==> src/rtl/iqa_pkg.sv <==
package iqa_pkg;

  typedef enum logic {
    SLOT_I = 1'b0,
    SLOT_Q = 1'b1
  } slot_e;

  // Burst mode substitutes zero for a word when the frame input is low and
  // either a new pair would start or the pair was already opened with zero.
  function automatic logic zero_substitute(input logic burst,
                                           input logic en,
                                           input slot_e slot,
                                           input logic zero_open);
    return burst && !en && ((slot == SLOT_I) || zero_open);
  endfunction

  // Word actually presented to the pair registers.
  function automatic logic [11:0] word_value(input logic [11:0] raw,
                                             input logic zero);
    return zero ? 12'd0 : raw;
  endfunction

  // Slot that the current word occupies, after edge realignment.
  function automatic slot_e effective_slot(input logic rise, input slot_e held);
    return rise ? SLOT_I : held;
  endfunction

endpackage

==> src/rtl/iqa_edge_detect.sv <==
module iqa_edge_detect (
  input  logic clk,
  input  logic rst,
  input  logic level_i,
  output logic rise_o
);
  logic level_d;

  always_ff @(posedge clk) begin
    if (rst) level_d <= 1'b0;
    else     level_d <= level_i;
  end

  assign rise_o = level_i && !level_d;

  // A rise is never reported in two consecutive cycles
  AST_RISE_SINGLE: assert property (@(posedge clk) disable iff (rst)
    rise_o |=> !rise_o);
endmodule

==> src/rtl/iqa_slot_ctrl.sv <==
module iqa_slot_ctrl
  import iqa_pkg::*;
(
  input  logic clk,
  input  logic rst,
  input  logic en_i,
  input  logic rise_i,
  input  logic cont_mode_i,
  output logic take_i_o,
  output logic pair_done_o,
  output logic zero_word_o,
  output logic act_mode_o
);
  slot_e slot_q;
  slot_e slot_eff;
  logic  zero_open_q;
  logic  act_mode_q;

  assign slot_eff    = effective_slot(rise_i, slot_q);
  assign take_i_o    = (slot_eff == SLOT_I);
  assign pair_done_o = (slot_eff == SLOT_Q);
  assign zero_word_o = zero_substitute(!act_mode_q, en_i, slot_eff, zero_open_q);
  assign act_mode_o  = act_mode_q;

  always_ff @(posedge clk) begin
    if (rst) begin
      slot_q      <= SLOT_I;
      zero_open_q <= 1'b0;
      act_mode_q  <= cont_mode_i;
    end else if (take_i_o) begin
      slot_q      <= SLOT_Q;
      zero_open_q <= zero_word_o;
    end else begin
      slot_q      <= SLOT_I;
      zero_open_q <= 1'b0;
      act_mode_q  <= cont_mode_i;
    end
  end

  // Mode only moves on a pair boundary
  AST_MODE_AT_BOUNDARY: assert property (@(posedge clk) disable iff (rst)
    !pair_done_o |=> $stable(act_mode_q));
  // A completed pair is always followed by an I word
  AST_I_AFTER_PAIR: assert property (@(posedge clk) disable iff (rst)
    pair_done_o |=> take_i_o);
endmodule

==> src/rtl/iqa_pair_reg.sv <==
module iqa_pair_reg
  import iqa_pkg::*;
#(
  parameter int DATA_W = 12
) (
  input  logic              clk,
  input  logic              rst,
  input  logic [DATA_W-1:0] data_i,
  input  logic              zero_word_i,
  input  logic              take_i_i,
  input  logic              pair_done_i,
  output logic [DATA_W-1:0] i_o,
  output logic [DATA_W-1:0] q_o,
  output logic              vld_o
);
  logic [DATA_W-1:0] word;
  logic [DATA_W-1:0] i_hold;

  assign word = zero_word_i ? '0 : data_i;

  always_ff @(posedge clk) begin
    if (rst) begin
      i_hold <= '0;
      i_o    <= '0;
      q_o    <= '0;
      vld_o  <= 1'b0;
    end else begin
      vld_o <= pair_done_i;
      if (take_i_i) i_hold <= word;
      if (pair_done_i) begin
        i_o <= i_hold;
        q_o <= word;
      end
    end
  end

  // Outputs hold between strobes
  AST_HOLD_NO_STROBE: assert property (@(posedge clk) disable iff (rst)
    !pair_done_i |=> ($stable(i_o) && $stable(q_o)));
endmodule

==> src/rtl/iq_word_assembler.sv <==
module iq_word_assembler
  import iqa_pkg::*;
(
  input  logic        clk,
  input  logic        rst,
  input  logic [11:0] data_in,
  input  logic        frame_en,
  input  logic        cont_mode,
  output logic [11:0] i_out,
  output logic [11:0] q_out,
  output logic        pair_vld
);
  localparam int DATA_W = 12;

  logic rise_w;
  logic take_i_w;
  logic pair_done_w;
  logic zero_word_w;
  logic act_mode_w;

  iqa_edge_detect u_edge (
    .clk     (clk),
    .rst     (rst),
    .level_i (frame_en),
    .rise_o  (rise_w)
  );

  iqa_slot_ctrl u_slot (
    .clk         (clk),
    .rst         (rst),
    .en_i        (frame_en),
    .rise_i      (rise_w),
    .cont_mode_i (cont_mode),
    .take_i_o    (take_i_w),
    .pair_done_o (pair_done_w),
    .zero_word_o (zero_word_w),
    .act_mode_o  (act_mode_w)
  );

  iqa_pair_reg #(.DATA_W(DATA_W)) u_pair (
    .clk         (clk),
    .rst         (rst),
    .data_i      (data_in),
    .zero_word_i (zero_word_w),
    .take_i_i    (take_i_w),
    .pair_done_i (pair_done_w),
    .i_o         (i_out),
    .q_o         (q_out),
    .vld_o       (pair_vld)
  );

  AST_RESET_CLEAR: assert property (@(posedge clk)
    rst |=> (i_out == '0 && q_out == '0 && !pair_vld));
  AST_STROBE_GAP: assert property (@(posedge clk) disable iff (rst)
    pair_vld |=> !pair_vld);
  AST_RISE_IS_I: assert property (@(posedge clk) disable iff (rst)
    rise_w |=> !pair_vld);
  AST_CONT_PASS: assert property (@(posedge clk) disable iff (rst)
    (act_mode_w && pair_done_w) |=> (q_out == $past(data_in)));
  AST_BURST_ZFILL: assert property (@(posedge clk) disable iff (rst)
    (!act_mode_w && pair_done_w && !frame_en && !$past(frame_en))
      |=> (i_out == '0 && q_out == '0));
endmodule

==> config.mk <==
export PLATFORM = sky130hd
export DESIGN_NAME = iq_word_assembler
export DESIGN_NICKNAME = d
export VERILOG_FILES = /design/src/rtl/iqa_pkg.sv /design/src/rtl/iqa_edge_detect.sv /design/src/rtl/iqa_slot_ctrl.sv /design/src/rtl/iqa_pair_reg.sv /design/src/rtl/iq_word_assembler.sv
export SDC_FILE = /design/constraint.sdc
export NUM_CORES = 1
export LEC_CHECK = 0
export ABC_AREA = 1
export CAP_MARGIN = 5
export CELL_PAD_IN_SITES_DETAIL_PLACEMENT = 1
export CELL_PAD_IN_SITES_GLOBAL_PLACEMENT = 2
export CORE_UTILIZATION = 25
export DETAILED_ROUTE_END_ITERATION = 16
export DONT_BUFFER_PORTS = 1
export GPL_ROUTABILITY_DRIVEN = 0
export GPL_TIMING_DRIVEN = 0
export PLACE_DENSITY_LB_ADDON = 0.1
export SLEW_MARGIN = 0
export SYNTH_ARGS = -nofsm -noshare
export SYNTH_HDL_FRONTEND = slang
export SYNTH_SLANG_ARGS = --single-unit
==> constraint.sdc <==
create_clock -name clk -period 0.9 [get_ports clk]
set_input_delay 0.09 -clock clk [delete_from_list [all_inputs] [get_ports clk]]
set_output_delay 0.09 -clock clk [all_outputs]
set_load 0.03 [all_outputs]
# --- Yosys cells after proc, flatten, opt, wreduce, memory -nomap -nowiden ---
# Cells that the tools add are included.
# Widths: inputs -> output; s select.
word_totals:
  wordCells: 23
  output_inout_bits: 25
  in_bits: 16
  register_bits: 41
classes:
  reduce_logical: 9
  muxes: 5
  n_bitwise: 1
ops:
  columns: ["cell", "count"]
  rows:
  - ["$mux 12", 1]
  - ["$mux 1", 4]
  - ["$logic_and 1x1->1", 3]
  - ["$logic_not 1->1", 3]
  - ["$reduce_bool 2->1", 1]
  - ["$reduce_or 2->1", 1]
  - ["$logic_or 1x1->1", 1]
  - ["$not 1->1", 1]

# --- Longest topological paths before layout ---
# Gate-level depths: netlist of run 1.
depth:
  ltp_word: 7
  mapped_depth: 7
  ltp_nobuf: 6

# --- Modules after synthesis ---
# From an unflattened synthesis of run 1, not the netlist that was laid out.
unflattened:
  hier_cells: 181
  area_unflattened_um2: 1480.2
by_module_without_submodules:
  columns: ["module", "cells_each", "area_each_um2", "seq_area_each_um2", "n_inst"]
  rows:
  - ["iqa_pair_reg", 161, 1303.8, 740.7, 1]
  - ["iqa_slot_ctrl", 16, 145.1, 70.1, 1]
  - ["iqa_edge_detect", 4, 31.3, 20.0, 1]

# --- Worst setup path before layout of run 1 ---
# Ideal clock, no wire load.
synth_path:
  path_kind: "reg-to-reg"
  startpoint: "reg u_edge.level_d"
  endpoint: "reg u_pair.i_hold[1]"
  required_ns: 0.787
  stages_incl_launch_ff: 8
  path_slack_ns: -0.071
  arrival_ns: 0.857
  setup_time_ns: 0.113
  synth_period_minus_slack_ns: 0.971
  path_buffers: 1
  cell_sequence: "dfxtp_1 -> inv_1 -> nand2_1 -> nand3_1 -> nand2_1 -> buf_6 -> nand3_1 -> nand2_1"
synth_via:
  elab_chain_len: 7
synth_rtl:
  columns: ["element", "line", "text"]
  rows:
  - ["start, declared", "iqa_edge_detect.sv:7", "logic level_d;"]
  - ["start signal, assigned", "iqa_edge_detect.sv:11", "else level_d <= level_i;"]
  - ["$logic_not 1->1 (*)", "iqa_edge_detect.sv:14", "assign rise_o = level_i && !level_d;"]
  - ["$logic_and 1x1->1 (*)", "iqa_edge_detect.sv:14", null]
  - ["$mux 1 (*)", "iqa_pkg.sv:25", "return rise ? SLOT_I : held;"]
  - ["$not 1->1", null, null]
  - ["$logic_or 1x1->1", "iqa_pkg.sv:14", "return burst && !en && ((slot == SLOT_I) || zero_open);"]
  - ["$logic_and 1x1->1", "iqa_pkg.sv:14", null]
  - ["$mux 12", "iqa_pair_reg.sv:19", "assign word = zero_word_i ? '0 : data_i;"]
  - ["end signal, assigned", "iqa_pair_reg.sv:29", "if (take_i_i) i_hold <= word;"]
  - ["end, declared", "iqa_pair_reg.sv:17", "logic [DATA_W-1:0] i_hold;"]
# Mark *: on every way between the ends. The rest lies on a longest branch, timed or not.
# A chain may end at the register's enable or synchronous reset.

# --- Final worst setup path of run 1 ---
layout_path:
  startpoint: "reg u_edge.level_d"
  endpoint: "reg u_pair.i_o[0]"
layout_via:
  elab_chain_len: 3
layout_rtl:
  columns: ["element", "line", "text"]
  rows:
  - ["$logic_not 1->1", "iqa_edge_detect.sv:14", null]
  - ["$logic_and 1x1->1", "iqa_edge_detect.sv:14", null]
  - ["$mux 1", "iqa_pkg.sv:25", null]
  - ["end signal, assigned", "iqa_pair_reg.sv:31", "i_o <= i_hold;"]
  - ["end, declared", "iqa_pair_reg.sv:12", "output logic [DATA_W-1:0] i_o,"]
# Every way passes these cells.

==> results of run 1 <==
cell type report:
type                            instances  area [sq um]  share of cell area
Timing Repair Buffer                   27           324               0.159
Multi-Input combinational cell        105           558               0.274
Inverter                                4          15.0             0.00738
Clock buffer                            8          80.1              0.0393
Sequential cell                        41           861               0.423
Tap cell                               70          87.6              0.0430
Buffer                                  8           110              0.0541
cell usage in the layout, fill, tap and decap left out, types with 5 or more instances in the layout:
cell type,netlist,layout
sky130_fd_sc_hd__buf_4,0,5
sky130_fd_sc_hd__nand2_1,75,59
sky130_fd_sc_hd__nand3_2,0,9
sky130_fd_sc_hd__nand2_2,0,11
sky130_fd_sc_hd__dfxtp_2,0,24
sky130_fd_sc_hd__clkbuf_8,0,5
sky130_fd_sc_hd__dfxtp_1,40,16
sky130_fd_sc_hd__buf_8,0,5
sky130_fd_sc_hd__nand3_1,25,16
sky130_fd_sc_hd__dlygate4sd3_1,0,15
sky130_fd_sc_hd__nand2_4,0,5
sky130_fd_sc_hd__buf_6,7,5
power by group through the flow:
| stage | registers [W] | clock network, W | logic [W] |
|---|---|---|---|
| global route | 0.00209 | 0.00130 | 0.000502 |
| floorplan | 0.00209 | 0 | 0.000181 |
| finish | 0.00208 | 0.00117 | 0.000455 |
| CTS | 0.00206 | 0.00121 | 0.000344 |
| detailed placement | 0.00210 | 0 | 0.000242 |
| global placement | 0.00210 | 0 | 0.000237 |
kinds of logic after synthesis:
| kind of cell | after synthesis |
|---|---|
| AO/OA/AOI/OAI | 1 |
| buffers and inverters | 12 |
| AND/OR/NAND/NOR | 104 |
| flip-flops | 41 |
registers in the layout, indices dropped and copies added (netlist names):
name and flops:
u_pair.vld_o 1, u_slot.zero_open_q 1, u_edge.level_d 1, u_pair.i_o 12, u_pair.i_hold 12, u_pair.q_o 12, u_slot.act_mode_o 1, u_slot.slot_q 1
per-stage QoR:
stage / total power (W) / TNS, ps / util / worst slack, ps
after detailed placement: 0.00234 / -7960 / 0.282 / -231
after global placement: 0.00233 / -6920 / 0.282 / -200
after CTS: 0.00362 / -6560 / 0.343 / -191
final: 0.00370 / -6390 / 0.394 / -196
after floorplan: 0.00227 / -1770 / - / -61.8
after global routing: 0.00390 / -9500 / 0.394 / -267
path summary, 6_finish.rpt:
check,from,endpoint,slack [ps],depth (start not counted)
worst min-delay path,rst,u_slot.zero_open_q$_SDFF_PP0_,80,4
worst min register to register,u_pair.i_hold[10]$_SDFFE_PP0N_,u_pair.i_o[10]$_SDFFE_PP0P_,450,2
worst max-delay path,u_edge.level_d$_SDFF_PP0_,u_pair.i_o[0]$_SDFFE_PP0P_,-200,8
worst max register to register,u_edge.level_d$_SDFF_PP0_,u_pair.i_o[0]$_SDFFE_PP0P_,-200,8
tightest hold or removal path: stages:
cell and delay [ps]:
sky130_fd_sc_hd__a21oi_4 20, sky130_fd_sc_hd__buf_6 130, sky130_fd_sc_hd__inv_2 60, sky130_fd_sc_hd__nor2_1 30
per-layer routing:
| layer | wire length, microns | global-route usage | vias to the layer above |
|---|---|---|---|
| met3 | 210 | 0.0482 | 4 |
| li1 | - | - | 564 |
| met1 | 1720 | 0.148 | 537 |
| met2 | 1930 | 0.234 | 29 |
| met5 | 0 | 0 | - |
| met4 | 29 | 0.0404 | 0 |
timing repair:
action | CTS | global route
pin swaps | 2 | 18
resized for setup | 21 | 47
hold buffers | 15 | 0
endpoints found under the hold margin | 26 | 0
setup buffers | 6 | 2
gates cloned | 0 | 4
endpoints found under the setup margin | 57 | 48
==> summary.md, run 1 <==
### Run status
* **status** finished with violations
* **violated checks** negative setup slack

### Route
* **final antenna-violating net count** 0
* **via total after detailed routing** 1134
* **vias per std cell** 4.31
* **# DRC** 0
* **Routed WL** 3890 microns
* **post-detailed-route wirelength per cell** 14.8 microns
* **router iterations before antenna repair** 2
* **violation count after the first detailed-routing iteration** 23

### Place
* **quantity of I/O buffers inserted on ports** 0
* **Cell Area, Placed** 1460 sq um
* **cell count after placement** 228
* **DP Wirelength** 2300 microns

### Yosys
* **multiplexer fraction of the synthesized cell area** 0
* **compound-cell area share of the yosys netlist** 0.00640
* **synth cell count leaders** 75 x sky130_fd_sc_hd__nand2_1, 40 x sky130_fd_sc_hd__dfxtp_1, 25 x sky130_fd_sc_hd__nand3_1, 7 x sky130_fd_sc_hd__buf_6, 4 x sky130_fd_sc_hd__inv_1
* **synthesis-stage register bit count** 41
* **area fraction of the dominant cell type after synthesis** 0.586
* **synthesized-area fraction occupied by and/or/nand/nor cells** 0.314
* **Avg Cell Area, Syn** 8.66 sq um
* **dominant cell type by area after synthesis** sky130_fd_sc_hd__dfxtp_1
* **proportion of synthesized chip area in sequential cells** 0.608
* **number of synthesized flops with an enable pin** 1
* **number of warnings reported in the yosys synthesis log** 0
* **fraction of synthesized cell area in xor and xnor cells** 0
* **post-synth design cell area** 1370 sq um
* **library cell with the highest instance count after synthesis** sky130_fd_sc_hd__nand2_1
* **Synthesized Nets** 174
* **biggest area contributors in the synthesized netlist** sky130_fd_sc_hd__dfxtp_1 59%, sky130_fd_sc_hd__nand2_1 21%, sky130_fd_sc_hd__nand3_1 9.1%
* **most used flip-flop cell after synthesis** sky130_fd_sc_hd__dfxtp_1
* **adder-cell area share of the yosys netlist** 0
* **largest family of logic cells by synthesized area** simple AND/OR/NAND/NOR gates
* **Mapped Cells** 158
* **proportion of synthesized flip-flops having asynchronous set or reset** 0
* **count of cell types in the netlist** 10

### Global route
* **number of global-route vias before repair** 1192
* **initial antenna violation count** 0
* **Congestion Overflow GR** 0
* **largest net degree at the start of global routing** 12
* **total track usage** 0.132
* **global-route wire length before repair** 5890 microns

### Floorplan
* **starting density of the core** 0.264
* **overall die area** 5770 sq um
* **I/O pin count** 41
* **Std-Cell Rows** 26
* **Die Y** 76.0 microns
* **standard cell core area** 5170 sq um
* **die span in x** 76.0 microns

### Worst setup path
* **startpoint class of the critical path** flip-flop
* **Max stage delay cell, worst path** sky130_fd_sc_hd__dfxtp_1
* **critical path start-end classification** reg -> reg
* **cell breakdown of the critical path** inv_1 -> nand2_2 -> nand2_2 -> nor2_4 -> buf_12 -> buf_6 -> nand2_2 -> nand2_2
* **arrival time worst endpoint** 1330 ps
* **category of the worst setup path capture point** flip-flop
* **kind of cell adding the most delay to the critical path** simple AND/OR/NAND/NOR gates
* **cell mode on critical path** sky130_fd_sc_hd__nand2_2
* **biggest fanout along the worst timing path** 5
* **WP buf/inv** 3
* **critical path's largest stage delay** 310 ps
* **worst path required time** 1130 ps

### STA
* **minimum clock period after layout** 1100 ps
* **unrepaired setup endpoints after global routing** yes
* **transition time at the pin with the least slew margin** 318 ps
* **Fmax** 912 MHz
* **period utilisation layout** 1.22
* **Worst Slack Setup Final** -196 ps
* **final worst hold slack** 78.6 ps
* **hold violation total from the final report** 0
* **# setup viols final** 40
* **Rel. slew slack** 0.787
* **number of max-slew violations in the final report** 0
* **final worst clock skew** 4.41 ps

### Power
* **Internal Dissipation** 0.00272 W
* **total power per unit cell area** 1820 nW/um^2
* **switching component of the power** 0.000982 W
* **sequential share of power** 0.562
* **switching part of the total power** 0.265
* **relative contribution of combinational cells to total power** 0.123
* **proportion of power drawn by the clock network** 0.315
* **leakage dissipation** 0.988 nW
* **worst-case vdd ir drop** 726 uV

### CTS
* **maximum clock insertion buffer count** 2
* **root buf cell** sky130_fd_sc_hd__clkbuf_8
* **Reg clk slew, reported paths** 80 ps
* **Num Clock Sinks** 41
* **insertion delay of the later-clocked pin in the worst-skew pair** 290 ps
* **CTS buffer count** 5
* **H-Tree Level Count** 2
* **clock tree from TritonCTS** built

### Layout
* **final antenna diode count** 0
* **layout cell share with drive strength beyond 1** 0.404
* **Total Nets Final** 208
* **Non-Filler Cell Area, Final** 2040 sq um
* **fin cells** 263
* **Filler Cells Inserted** 602
* **layout overhead on the synthesized area** 48.9%

### Flow run
* **max capacitance violation total** 0

### Worst hold path
* **path class of the lowest-slack min-delay path** in -> reg

No activity file was read; power rests on OpenSTA's default activity.
==> inputs of run 2 (changes only) <==
--- a/config.mk
+++ b/config.mk
@@ -14,6 +14,7 @@
 export DONT_BUFFER_PORTS = 1
 export GPL_ROUTABILITY_DRIVEN = 0
 export GPL_TIMING_DRIVEN = 0
+export MAX_ROUTING_LAYER = met4
 export PLACE_DENSITY_LB_ADDON = 0.1
 export SLEW_MARGIN = 0
 export SYNTH_ARGS = -nofsm -noshare
==> run 2 against run 1 <==
  * The run still ends with negative setup slack left
  * First-iteration DRC count is 22% higher
  * Largest power group unchanged
  * Wire length is the same
  * Largest cell class unchanged
  * Core utilization is the same
  * Non-clock buffer count unchanged
  * Critical path type unchanged
  * Sequential power barely moved
==> summary.md, run 2 (synthesis results as in run 1) <==
### Worst setup path
* **WP buf/inv** 3, unchanged
* **cell breakdown of the critical path** inv_1 -> nand2_2 -> nand2_2 -> nor2_4 -> buf_12 -> buf_6 -> nand2_2 -> nand2_2
* **worst path required time** 1130 ps, about the same
* **cell mode on critical path** sky130_fd_sc_hd__nand2_2
* **startpoint class of the critical path** flip-flop
* **kind of cell adding the most delay to the critical path** simple AND/OR/NAND/NOR gates
* **biggest fanout along the worst timing path** 5, unchanged
* **critical path start-end classification** reg -> reg
* **Max stage delay cell, worst path** sky130_fd_sc_hd__dfxtp_1
* **category of the worst setup path capture point** flip-flop
* **critical path's largest stage delay** 310 ps, about the same
* **arrival time worst endpoint** 1330 ps, about the same

### CTS
* **Reg clk slew, reported paths** 80 ps, about the same
* **CTS buffer count** 5, unchanged
* **H-Tree Level Count** 2, unchanged
* **insertion delay of the later-clocked pin in the worst-skew pair** 290 ps, about the same
* **root buf cell** sky130_fd_sc_hd__clkbuf_8
* **clock tree from TritonCTS** built
* **maximum clock insertion buffer count** 2, unchanged
* **Num Clock Sinks** 41, unchanged

### Global route
* **met2 Usage GRT** 0.234, unchanged
* **number of global-route vias before repair** 1192, unchanged
* **met1 GRT Util** 0.149, +0.000749
* **Congestion Overflow GR** 0, unchanged
* **initial antenna violation count** 0, unchanged
* **total track usage** 0.136, +0.00385
* **GRT Max-Usage Layer** met2
* **met3 Use GR** 0.0470, -0.00120
* **largest net degree at the start of global routing** 12, unchanged
* **global-route wire length before repair** 5890 microns, unchanged

### STA
* **# setup viols final** 40, unchanged
* **number of max-slew violations in the final report** 0, unchanged
* **final worst clock skew** 4.41 ps, unchanged
* **period utilisation layout** 1.22, unchanged
* **Rel. slew slack** 0.787, unchanged
* **Worst Slack Setup Final** -196 ps, unchanged
* **Setup Total Neg Slack** -6390 ps, -0.870 ps
* **unrepaired setup endpoints after global routing** yes
* **Fmax** 912 MHz, unchanged
* **minimum clock period after layout** 1100 ps, unchanged
* **final worst hold slack** 78.6 ps, unchanged
* **hold violation total from the final report** 0, unchanged
* **transition time at the pin with the least slew margin** 318 ps, unchanged

### Layout
* **Non-Filler Cell Area, Final** 2040 sq um, unchanged
* **Total Nets Final** 208, unchanged
* **most frequent cells in the layout** 59 x sky130_fd_sc_hd__nand2_1, 24 x sky130_fd_sc_hd__dfxtp_2, 16 x sky130_fd_sc_hd__nand3_1, 16 x sky130_fd_sc_hd__dfxtp_1, 15 x sky130_fd_sc_hd__dlygate4sd3_1
* **layout cell share with drive strength beyond 1** 0.404, unchanged
* **leading registers by flop count** u_pair.i_hold x12, u_pair.i_o x12, u_pair.q_o x12
* **most common cell after layout, fill and taps aside** sky130_fd_sc_hd__nand2_1
* **final antenna diode count** 0, unchanged
* **layout overhead on the synthesized area** 48.9%, unchanged

### Route
* **# DRC** 0, unchanged
* **via total after detailed routing** 1134, unchanged
* **vias per std cell** 4.31, unchanged
* **final antenna-violating net count** 0, unchanged
* **violation count after the first detailed-routing iteration** 28, +22%
* **Routed WL** 3890 microns, unchanged
* **post-detailed-route wirelength per cell** 14.8 microns, unchanged
* **router iterations before antenna repair** 2, unchanged

### Worst hold path
* **path class of the lowest-slack min-delay path** in -> reg

### Place
* **Cell Area, Placed** 1460 sq um, unchanged
* **DP Wirelength** 2300 microns, unchanged
* **quantity of I/O buffers inserted on ports** 0, unchanged

### Floorplan
* **standard cell core area** 5170 sq um, unchanged
* **starting density of the core** 0.264, unchanged
* **I/O pin count** 41, unchanged
* **overall die area** 5770 sq um, unchanged
* **Die Y** 76.0 microns, unchanged
* **Std-Cell Rows** 26, unchanged
* **die span in x** 76.0 microns, unchanged

### Power
* **leakage dissipation** 0.988 nW, unchanged
* **total power per unit cell area** 1820 nW/um^2, about the same
* **worst-case vdd ir drop** 726 uV, unchanged

### Run status
* **violated checks** negative setup slack
* **status** finished with violations

### Flow run
* **max capacitance violation total** 0, unchanged

## run 2: cell counts in the layout (fill, tap and decap cells not counted)
Identical to the previous run, type by type.
## run 2: final cells by class
type                    instances  area, sq um
plain buffers                   8          110
repair buffers                 27          324
clock buffers                   8         80.1
fillers                       602         3140
multi-input cells             105          558
well taps                      70         87.6
flip-flops and latches         41          861
inverters                       4         15.0
## run 2: power breakdown
group / switching, W / internal, W / total, W
Combinational: 0.000218 / 0.000238 / 0.000455
Sequential: 0.000151 / 0.00193 / 0.00208
Clock: 0.000614 / 0.000552 / 0.00117
## run 2: per-layer routing
metal | vias to the layer above | share of wire
met5 | - | 0
met4 | 0 | 0.0075
met3 | 4 | 0.052
met2 | 29 | 0.50
met1 | 537 | 0.44
li1 | 564 | -
## run 2: repair_timing
| action | 4_1_cts | 5_1_grt |
|---|---|---|
| hold buffers | 15 | 0 |
| buffers inserted | 6 | 2 |
| cloned | 0 | 4 |
| pin swaps | 2 | 18 |
| endpoints found under the setup margin | 57 | 48 |
| endpoints found under the hold margin | 26 | 0 |
| resized for setup | 21 | 47 |
## run 2: worst reg2reg max path, stage by stage, from the launching register on
cell                      delay, ps
sky130_fd_sc_hd__dfxtp_1        310
sky130_fd_sc_hd__inv_1           40
sky130_fd_sc_hd__nand2_2         90
sky130_fd_sc_hd__nand2_2         80
sky130_fd_sc_hd__nor2_4         110
sky130_fd_sc_hd__buf_12         130
sky130_fd_sc_hd__buf_6          140
sky130_fd_sc_hd__nand2_2         70
sky130_fd_sc_hd__nand2_2         60
## run 2: metrics by stage
stage	util	cells	power (W)	setup slack, ps
after global placement	0.282	228	0.00233	-200
final	0.394	263	0.00370	-196
after detailed placement	0.282	228	0.00234	-231
after global routing	0.394	263	0.00390	-267
after CTS	0.343	257	0.00362	-191
after floorplan	-	158	0.00227	-61.8
## run 2: worst paths after layout
check,startpoint,to,slack (ps),cells after the start
worst min register to register,u_pair.i_hold[10]$_SDFFE_PP0N_,u_pair.i_o[10]$_SDFFE_PP0P_,450,2
worst max register to register,u_edge.level_d$_SDFF_PP0_,u_pair.i_o[0]$_SDFFE_PP0P_,-200,8
worst max-delay path,u_edge.level_d$_SDFF_PP0_,u_pair.i_o[0]$_SDFFE_PP0P_,-200,8
worst min-delay path,rst,u_slot.zero_open_q$_SDFF_PP0_,80,4
==> inputs of run 3 (changes only) <==
--- a/config.mk
+++ b/config.mk
@@ -16,6 +16,7 @@
 export GPL_TIMING_DRIVEN = 0
 export MAX_ROUTING_LAYER = met4
 export PLACE_DENSITY_LB_ADDON = 0.1
+export SETUP_SLACK_MARGIN = 0.2
 export SLEW_MARGIN = 0
 export SYNTH_ARGS = -nofsm -noshare
 export SYNTH_HDL_FRONTEND = slang
==> run 3 against run 2 <==
  * The run still ends with negative setup slack left
  * Final area down 3.7%
  * Setup slack improved by 12 ps
  * Via count decreased by 0.35%
  * Global-route usage is 0.10 points higher
  * Final cell count decreased by 1.1%
  * Clock power hardly changed
  * Sequential power is 3% lower
  * Combinational power shrank 14%
  * Clock skew is essentially flat
  * Die area is the same
  * Highest routed layer unchanged
==> summary.md, run 3 (synthesis results as in run 1) <==
### Layout
* **most common cell after layout, fill and taps aside** sky130_fd_sc_hd__nand2_1
* **layout overhead on the synthesized area** 43.3%
* **Non-Filler Cell Area, Final** 1960 sq um, -3.7%
* **Total Nets Final** 205, -1.4%
* **leading registers by flop count** u_pair.i_hold x12, u_pair.i_o x12, u_pair.q_o x12
* **most frequent cells in the layout** 67 x sky130_fd_sc_hd__nand2_1, 25 x sky130_fd_sc_hd__dfxtp_4, 22 x sky130_fd_sc_hd__nand3_1, 15 x sky130_fd_sc_hd__dlygate4sd3_1, 14 x sky130_fd_sc_hd__dfxtp_1
* **Post-Route Utilization** 0.379, -0.0148
* **area of all sequential standard cells** 926 sq um, +7.6%
* **area used by multi-input combinational logic** 490 sq um, -12%
* **layout cell share with drive strength beyond 1** 0.326, -0.0778
* **final antenna diode count** 0, unchanged
* **Filler Cells Inserted** 611, +1.5%

### CTS
* **CTS buffer count** 5, unchanged
* **Num Clock Sinks** 41, unchanged
* **Reg clk slew, reported paths** 80 ps, about the same
* **maximum clock insertion buffer count** 2, unchanged
* **insertion delay of the later-clocked pin in the worst-skew pair** 280 ps, about the same
* **H-Tree Level Count** 2, unchanged
* **root buf cell** sky130_fd_sc_hd__clkbuf_8
* **clock tree from TritonCTS** built

### Power
* **worst-case vdd ir drop** 592 uV, -19%
* **total power per unit cell area** 1820 nW/um^2, +0.20%
* **leakage dissipation** 0.914 nW, -7.5%

### Run status
* **status** finished with violations
* **violated checks** negative setup slack

### Route
* **router iterations before antenna repair** 4, +2
* **# DRC** 0, unchanged
* **top layer used by detailed routing** met4
* **via total after detailed routing** 1130, -0.35%
* **met1 WL** 1700 microns, -1.9%
* **wire length on met3** 183 microns, -9.0%
* **detailed-routed wire length on met2** 1830 microns, -5.0%
* **vias per std cell** 4.35, +0.80%
* **Routed WL** 3740 microns, -3.7%
* **post-detailed-route wirelength per cell** 14.4 microns, -2.6%
* **violation count after the first detailed-routing iteration** 9, -68%
* **final antenna-violating net count** 0, unchanged

### STA
* **# setup viols final** 40, unchanged
* **minimum clock period after layout** 1080 ps, -12.3 ps
* **Fmax** 922 MHz, +1.1%
* **transition time at the pin with the least slew margin** 218 ps, -101 ps
* **Worst Slack Setup Final** -184 ps, +12.3 ps
* **Rel. slew slack** 0.854, +0.0668
* **final worst clock skew** 4.12 ps, -0.295 ps
* **unrepaired setup endpoints after global routing** yes
* **number of max-slew violations in the final report** 0, unchanged
* **hold violation total from the final report** 0, unchanged
* **period utilisation layout** 1.20, -0.0137

### Worst setup path
* **kind of cell adding the most delay to the critical path** simple AND/OR/NAND/NOR gates
* **crit path from** u_edge.level_d$_SDFF_PP0_
* **category of the worst setup path capture point** flip-flop
* **Max stage delay cell, worst path** sky130_fd_sc_hd__dfxtp_1
* **worst path required time** 1130 ps, about the same
* **critical path start-end classification** reg -> reg
* **startpoint class of the critical path** flip-flop
* **arrival time worst endpoint** 1310 ps, -20 ps
* **cell mode on critical path** sky130_fd_sc_hd__nand2_2
* **reg-to-reg startpoint** u_edge.level_d$_SDFF_PP0_
* **biggest fanout along the worst timing path** 6, +1
* **cell breakdown of the critical path** inv_1 -> nand2_2 -> nand2_2 -> nor2_4 -> buf_12 -> buf_6 -> nand3_1 -> nand2_1
* **WP buf/inv** 3, unchanged
* **critical path's largest stage delay** 310 ps, about the same

### Place
* **Cell Area, Placed** 1460 sq um, unchanged
* **quantity of I/O buffers inserted on ports** 0, unchanged
* **DP Wirelength** 2300 microns, +0.20%

### Floorplan
* **Die Y** 76.0 microns, unchanged
* **standard cell core area** 5170 sq um, unchanged
* **I/O pin count** 41, unchanged
* **starting density of the core** 0.264, unchanged
* **overall die area** 5770 sq um, unchanged
* **die span in x** 76.0 microns, unchanged
* **Std-Cell Rows** 26, unchanged

### Flow run
* **max capacitance violation total** 0, unchanged

### Global route
* **largest net degree at the start of global routing** 12, unchanged
* **initial antenna violation count** 0, unchanged
* **global-route wire length before repair** 5940 microns, +0.81%
* **Congestion Overflow GR** 0, unchanged
* **total track usage** 0.137, +0.00102
* **number of global-route vias before repair** 1230, +3.2%

### Worst hold path
* **hold path start** rst
* **path class of the lowest-slack min-delay path** in -> reg

[run 3: cell types whose count changed in the layout (fill, tap and decap cells not counted), moves of 2 or more]
cell,delta
sky130_fd_sc_hd__nand3_2,-6
sky130_fd_sc_hd__nand3_1,+6
sky130_fd_sc_hd__clkbuf_16,-2
sky130_fd_sc_hd__nand2_1,+8
sky130_fd_sc_hd__nand2_2,-5
sky130_fd_sc_hd__dfxtp_2,-23
sky130_fd_sc_hd__dfxtp_4,+25
sky130_fd_sc_hd__dfxtp_1,-2
sky130_fd_sc_hd__nand2_4,-3
[run 3: timing repair]
item                                    CTS  global route
endpoints found under the setup margin   65            65
buffers inserted                          6             1
hold buffers                             15             0
pin swaps                                 2             7
gates resized for setup                  47            26
cloned                                    0             2
hold endpoints to repair                 26             0
[run 3: final timing paths]
check                                  end  slack (ps)  depth (start not counted)
max reg2reg     u_pair.q_o[5]$_SDFFE_PP0P_        -180                          8
max             u_pair.q_o[5]$_SDFFE_PP0P_        -180                          8
min reg2reg     u_pair.i_o[7]$_SDFFE_PP0P_         450                          2
min          u_slot.zero_open_q$_SDFF_PP0_          80                          4
[run 3: where the power goes]
part	switching (W)	total, W	internal [W]
sequential	0.000143	0.00202	0.00188
combinational	0.000194	0.000391	0.000196
clock	0.000603	0.00115	0.000552
[run 3: metal layers]
layer / global-route usage / vias up
met3: 0.0458 / 4
met4: 0.0404 / 0
met1: 0.146 / 538
met2: 0.242 / 28
met5: - / -
li1: - / 560
[run 3: cell type report]
class,count,area share
multi-input cells,105,0.250
plain buffers,8,0.0536
repair buffers,24,0.130
clock buffers,8,0.0409
inverters,4,0.00766
flip-flops and latches,41,0.473
well taps,70,0.0447
[run 3: stage by stage]
step	TNS, ps	setup slack (ps)	std cells	total power [W]	hold WS, ps
detailed placement	-7970	-231	228	0.00234	165
global route	-9460	-281	260	0.00377	87.2
floorplan	-1770	-61.8	158	0.00227	161
finish	-6090	-184	260	0.00357	81.1
global placement	-6920	-200	228	0.00233	163
CTS	-6610	-190	257	0.00359	8.56
[run 3: worst register-to-register path, stage by stage (launching register included)]
cell	delay, ps
sky130_fd_sc_hd__dfxtp_1	310
sky130_fd_sc_hd__inv_1	40
sky130_fd_sc_hd__nand2_2	90
sky130_fd_sc_hd__nand2_2	70
sky130_fd_sc_hd__nor2_4	100
sky130_fd_sc_hd__buf_12	140
sky130_fd_sc_hd__buf_6	120
sky130_fd_sc_hd__nand3_1	80
sky130_fd_sc_hd__nand2_1	70
